[config.mk]
export PLATFORM = sky130hd
export DESIGN_NAME = frt_capcmp
export DESIGN_NICKNAME = d
export VERILOG_FILES = /design/src/rtl/frt_pkg.sv /design/src/rtl/frt_counter.sv /design/src/rtl/frt_capture_ch.sv /design/src/rtl/frt_compare_ch.sv /design/src/rtl/frt_capcmp.sv
export SDC_FILE = /design/constraint.sdc
export NUM_CORES = 1
export LEC_CHECK = 0
export ABC_AREA = 1
export BUFFER_PORTS_ARGS = -buffer_cell sky130_fd_sc_hd__buf_2
export CORE_ASPECT_RATIO = 0.6
export CORE_MARGIN = 2
export CORE_UTILIZATION = 40
export DETAILED_ROUTE_END_ITERATION = 10
export RECOVER_POWER = 50
export SYNTH_ARGS = -nofsm -noshare
export SYNTH_HDL_FRONTEND = slang
export SYNTH_SLANG_ARGS = --single-unit
[constraint.sdc]
create_clock -name clk -period 1.4 [get_ports clk]
set_input_delay 0.07 -clock clk [delete_from_list [all_inputs] [get_ports clk]]
set_output_delay 0.07 -clock clk [all_outputs]
set_load 0.02 [all_outputs]
[src/rtl/frt_pkg.sv]
package frt_pkg;

    // Default geometry of the timer
    localparam int DEF_CNT_W   = 16;
    localparam int DEF_NUM_CAP = 4;
    localparam int DEF_NUM_CMP = 2;

    // Sticky status bit: a set event wins over a clear strobe
    function automatic logic sticky_next(input logic cur, input logic set_ev, input logic clr_ev);
        logic r;
        r = cur;
        if (clr_ev) r = 1'b0;
        if (set_ev) r = 1'b1;
        return r;
    endfunction

endpackage

[src/rtl/frt_counter.sv]
module frt_counter #(
    parameter int W = 16
) (
    input  logic         clk,
    input  logic         rst_n,
    input  logic         cnt_en,
    output logic [W-1:0] count
);

    typedef struct packed {
        logic [W-1:0] cnt;
    } cnt_st_t;

    cnt_st_t st_d, st_q;

    always_comb begin
        st_d = st_q;
        if (cnt_en) begin
            st_d.cnt = st_q.cnt + W'(1);
        end
    end

    always_ff @(posedge clk or negedge rst_n) begin
        if (!rst_n) begin
            st_q <= '0;
        end else begin
            st_q <= st_d;
        end
    end

    assign count = st_q.cnt;

endmodule

[src/rtl/frt_capture_ch.sv]
module frt_capture_ch
    import frt_pkg::*;
#(
    parameter int W = 16
) (
    input  logic         clk,
    input  logic         rst_n,
    input  logic         cap_pulse,
    input  logic         cap_clr,
    input  logic [W-1:0] count,
    output logic [W-1:0] cap_val,
    output logic         cap_flag
);

    typedef struct packed {
        logic [W-1:0] val;
        logic         flag;
    } cap_st_t;

    cap_st_t st_d, st_q;

    always_comb begin
        st_d      = st_q;
        st_d.flag = sticky_next(st_q.flag, cap_pulse, cap_clr);
        if (cap_pulse) begin
            // counter register output is the pre-increment value
            st_d.val = count;
        end
    end

    always_ff @(posedge clk or negedge rst_n) begin
        if (!rst_n) begin
            st_q <= '0;
        end else begin
            st_q <= st_d;
        end
    end

    assign cap_val  = st_q.val;
    assign cap_flag = st_q.flag;

endmodule

[src/rtl/frt_compare_ch.sv]
module frt_compare_ch
    import frt_pkg::*;
#(
    parameter int W = 16
) (
    input  logic         clk,
    input  logic         rst_n,
    input  logic         wr_en,
    input  logic [W-1:0] wr_data,
    input  logic         cnt_en,
    input  logic [W-1:0] count,
    input  logic         cmp_clr,
    output logic [W-1:0] cmp_val,
    output logic         cmp_flag
);

    typedef struct packed {
        logic [W-1:0] val;
        logic         flag;
    } cmp_st_t;

    localparam cmp_st_t RST_ST = '{val: '1, flag: 1'b0};

    cmp_st_t st_d, st_q;
    logic    hit;

    always_comb begin
        // match only in the last system cycle of the count
        hit       = cnt_en && (count == st_q.val);
        st_d      = st_q;
        st_d.flag = sticky_next(st_q.flag, hit, cmp_clr);
        if (wr_en) begin
            st_d.val = wr_data;
        end
    end

    always_ff @(posedge clk or negedge rst_n) begin
        if (!rst_n) begin
            st_q <= RST_ST;
        end else begin
            st_q <= st_d;
        end
    end

    assign cmp_val  = st_q.val;
    assign cmp_flag = st_q.flag;

endmodule

[src/rtl/frt_capcmp.sv]
module frt_capcmp
    import frt_pkg::*;
#(
    parameter int CNT_W   = DEF_CNT_W,
    parameter int NUM_CAP = DEF_NUM_CAP,
    parameter int NUM_CMP = DEF_NUM_CMP,
    localparam int SEL_W  = (NUM_CMP > 1) ? $clog2(NUM_CMP) : 1
) (
    input  logic                     clk,
    input  logic                     rst_n,
    input  logic                     cnt_en,
    input  logic [NUM_CAP-1:0]       cap_pulse,
    input  logic [NUM_CAP-1:0]       cap_clr,
    input  logic                     cmp_wr_en,
    input  logic [SEL_W-1:0]         cmp_wr_sel,
    input  logic [CNT_W-1:0]         cmp_wr_data,
    input  logic [SEL_W-1:0]         cmp_rd_sel,
    input  logic [NUM_CMP-1:0]       cmp_clr,
    output logic [CNT_W-1:0]         count_o,
    output logic [NUM_CAP*CNT_W-1:0] cap_val_o,
    output logic [NUM_CAP-1:0]       cap_flag_o,
    output logic [NUM_CMP-1:0]       cmp_flag_o,
    output logic [CNT_W-1:0]         cmp_rd_data
);

    logic [CNT_W-1:0] cnt_w;
    logic [CNT_W-1:0] cmp_vals [NUM_CMP];

    frt_counter #(.W(CNT_W)) u_cnt (
        .clk    (clk),
        .rst_n  (rst_n),
        .cnt_en (cnt_en),
        .count  (cnt_w)
    );

    for (genvar i = 0; i < NUM_CAP; i++) begin : g_cap
        frt_capture_ch #(.W(CNT_W)) u_cap (
            .clk       (clk),
            .rst_n     (rst_n),
            .cap_pulse (cap_pulse[i]),
            .cap_clr   (cap_clr[i]),
            .count     (cnt_w),
            .cap_val   (cap_val_o[i*CNT_W +: CNT_W]),
            .cap_flag  (cap_flag_o[i])
        );
    end

    for (genvar j = 0; j < NUM_CMP; j++) begin : g_cmp
        logic wr_hit;
        assign wr_hit = cmp_wr_en && (cmp_wr_sel == SEL_W'(j));
        frt_compare_ch #(.W(CNT_W)) u_cmp (
            .clk      (clk),
            .rst_n    (rst_n),
            .wr_en    (wr_hit),
            .wr_data  (cmp_wr_data),
            .cnt_en   (cnt_en),
            .count    (cnt_w),
            .cmp_clr  (cmp_clr[j]),
            .cmp_val  (cmp_vals[j]),
            .cmp_flag (cmp_flag_o[j])
        );
    end

    // registered read port
    typedef struct packed {
        logic [CNT_W-1:0] rd;
    } rd_st_t;

    localparam rd_st_t RD_RST = '{rd: '1};

    rd_st_t rd_d, rd_q;

    always_comb begin
        rd_d = rd_q;
        if (int'(cmp_rd_sel) < NUM_CMP) begin
            rd_d.rd = cmp_vals[cmp_rd_sel];
        end
    end

    always_ff @(posedge clk or negedge rst_n) begin
        if (!rst_n) begin
            rd_q <= RD_RST;
        end else begin
            rd_q <= rd_d;
        end
    end

    assign count_o     = cnt_w;
    assign cmp_rd_data = rd_q.rd;

endmodule

==> flow_metrics.tcl <==
set metrics [dict create \
    status "complete, no violations" \
    syn_avg_cell_area_sq_um 8.84 \
    synth_area_sq_mm 0.00573 \
    slew_headroom_pct 43.3 \
    area_growth_pct 33.0 \
    cts_buffers 17 \
    fin_crit_sh_pct 95.2 \
    crit_path_top_delay_cell "dfrtp_1" \
    pwr_density_cell_mw_per_mm2 1680 \
    htree_levels 4 \
    slew_viol_final 0 \
    worstRegToRegCells 7 \
    finalSetupViolCount 0 \
    grt_pass1_wl_um 24100 \
    endpoint_kind "output pin" \
    synthCells 648 \
    reg2reg_slack_ns 0.07 \
    synth_area_leader_cell "dfrtp_1" \
    cp-start-kind "register" \
    r2r-start "u_cnt.count[1]" \
    yosysWarnings 0 \
    dp_hpwl_um 10700 \
    cts-root-buf "clkbuf_16" \
    worst_slack_ns 0.0672 \
    die_w_um 158 \
    crit_chain "buf_4 > buf_2" \
    grt_pass1_vias 4652 \
    postRouteAntennaNets 0 \
    cts_sinks 134 \
    setup-tns-final_ns 0 \
    routedWlPerCell_um 14.6 \
    r2r_end "u_cnt.count[14]" \
    worst-path-buf-inv 2 \
    max-cap-violations 0 \
    critPathArrivalTime_ns 1.26 \
    required_ns 1.33 \
    ir_drop_uv 846 \
    leakage_uw 0.00386 \
    critical_path.top_delay_family "flip-flops" \
    hp-class "input pin to register" \
    grt_overflow 0 \
    io_pins 134 \
    vias_per_cell 4.70 \
    final_util_pct 55.1 \
    portBuffers 133 \
    ys_ff_latch 134 \
    rows 33 \
    clock.fmax_ghz 0.750 \
    yosysTopAreaCellShare_pct 37.6 \
    pre_cts_ws_ns 0.0215 \
    n_antenna_cell 0 \
    finalCriticalPeriod_ns 1.33 \
    die_area_sq_mm 0.0153 \
    layout-drive-gt1-share_pct 29.4 \
    cp_max_fo 6 \
    startpoint "u_cnt.count[6]" \
    drc 0 \
    vias 4855 \
    most-common-layout-cells "nand2_1, buf_2, o21ai_0" \
    grtUsageTotal_pct 20.4 \
    synthDistinctLibCells 26 \
    grt_max_degree 50 \
    rsz0062_at_grt "yes" \
    synth_seq_area_share_pct 59.6 \
    worst_slew_pin_slew_ns 0.850 \
    drt_iter0_drc 341 \
    antenna_found_initial 0 \
    final_common_cell "nand2_1" \
    routabilityCongestion 0.871 \
    start_util_pct 41.4 \
    fp.dieH_um 96.7 \
    cts_buffer_depth 2 \
    cts_tree "built" \
    clock_latency_ns 0.43 \
    fin_hold_ws_ns 0.0313 \
    synth_nets 681 \
    first_pass_iters 6 \
    skew_ns 0.0123 \
    wl_um 15000 \
    hold_path_depth 3 \
    hold_viol_final 0 \
    finalNetCount 860 \
    crit_type "register to output pin" \
    cp_slowest_stage_delay_ns 0.45 \
    path_clk_slew_ns 0.06 \
    endpoint "count_o[6]" \
    cp.depth 2 \
    coreArea_sq_mm 0.0138 \
    p_total_uw 12800 \
    synth_area_leaders "dfrtp_1, dfstp_2, nand2_1, o21ai_0, inv_1" \
]
## sequential cells by signal (all words and copies together), names as in the netlist
signal and count:
g_cap.u_cap.cap_val 64, g_cmp.u_cmp.cmp_val 32, cmp_rd_data 16, u_cnt.count 16, g_cap.u_cap.cap_flag 4, g_cmp.u_cmp.cmp_flag 2
## how the worst min path moves through the flow
stage               startpoint                        end  slack (ns)
global placement         rst_n  g_cap[2].u_cap.cap_val[5]       -0.02
detailed placement       rst_n  g_cap[2].u_cap.cap_val[5]       -0.02
global route        cmp_rd_sel             cmp_rd_data[0]        0.05
floorplan                rst_n    g_cap[0].u_cap.cap_flag       -0.23
finish              cmp_rd_sel             cmp_rd_data[7]        0.03
CTS                 cmp_rd_sel             cmp_rd_data[3]        0.02
## cell usage after synthesis, drive strengths merged
master and instances:
nand2 229, o21ai 103, dfrtp 86, inv 77, dfstp 48, nor2 28, clkbuf 20, buf 14
nand3 13, xor2 11, xnor2 8, a21oi 4, mux2 2, nand4 2, ha 1, nor3 1
or2 1
## through the flow
| stage | area (sq um) | cells |
|---|---|---|
| 2_1_floorplan | 5730 | 648 |
| 3_3_place_gp | 6700 | 967 |
| 3_5_place_dp | 6700 | 967 |
| 4_1_cts | 7550 | 1028 |
| 5_1_grt | 7620 | 1032 |
| 6_report | 7620 | 1032 |
## logic make-up after synthesis
| kind of cell | after synthesis | synth area share [%] |
|---|---|---|
| compound gates | 107 | 9.35 |
| xor+xnor | 19 | 2.91 |
| fa+ha+maj | 1 | 0.218 |
| buf+inv | 111 | 8.19 |
| flops | 134 | 59.6 |
| mux | 2 | 0.393 |
| simple gates | 274 | 19.3 |
## layer usage
layer	vias up	track usage, %	routed length [um]
met5	-	0	0
met4	0	6.31	240
met3	24	6.63	1030
met2	154	28.4	6330
met1	2329	30.3	7420
li1	2348	-	-
## worst min-delay path, stage by stage
cell	delay, ns
buf_2	0.20
nand2_1	0.09
o21ai_0	0.07
## power by group
part           switching, uW  total (uW)  internal, uW
Sequential               543        5180          4640
Combinational           2140        3350          1210
Clock                   1820        4290          2470
Total                   4500       12800          8320
## what timing repair did
action,CTS,global route
hold endpoints to repair,147,0
gates resized for setup,0,16
hold buffers,29,0
endpoints found under the setup margin,0,8
setup buffers,0,4
## layout make-up
cell class	instances	area, sq um
sequential	134	3420
multi-input combinational	403	1890
clock inverter	15	144
clock buffer	17	425
fill	1223	6220
inverter	77	295
timing repair buffer	194	1200
tap	192	240
(Power assumes the default switching activity.)
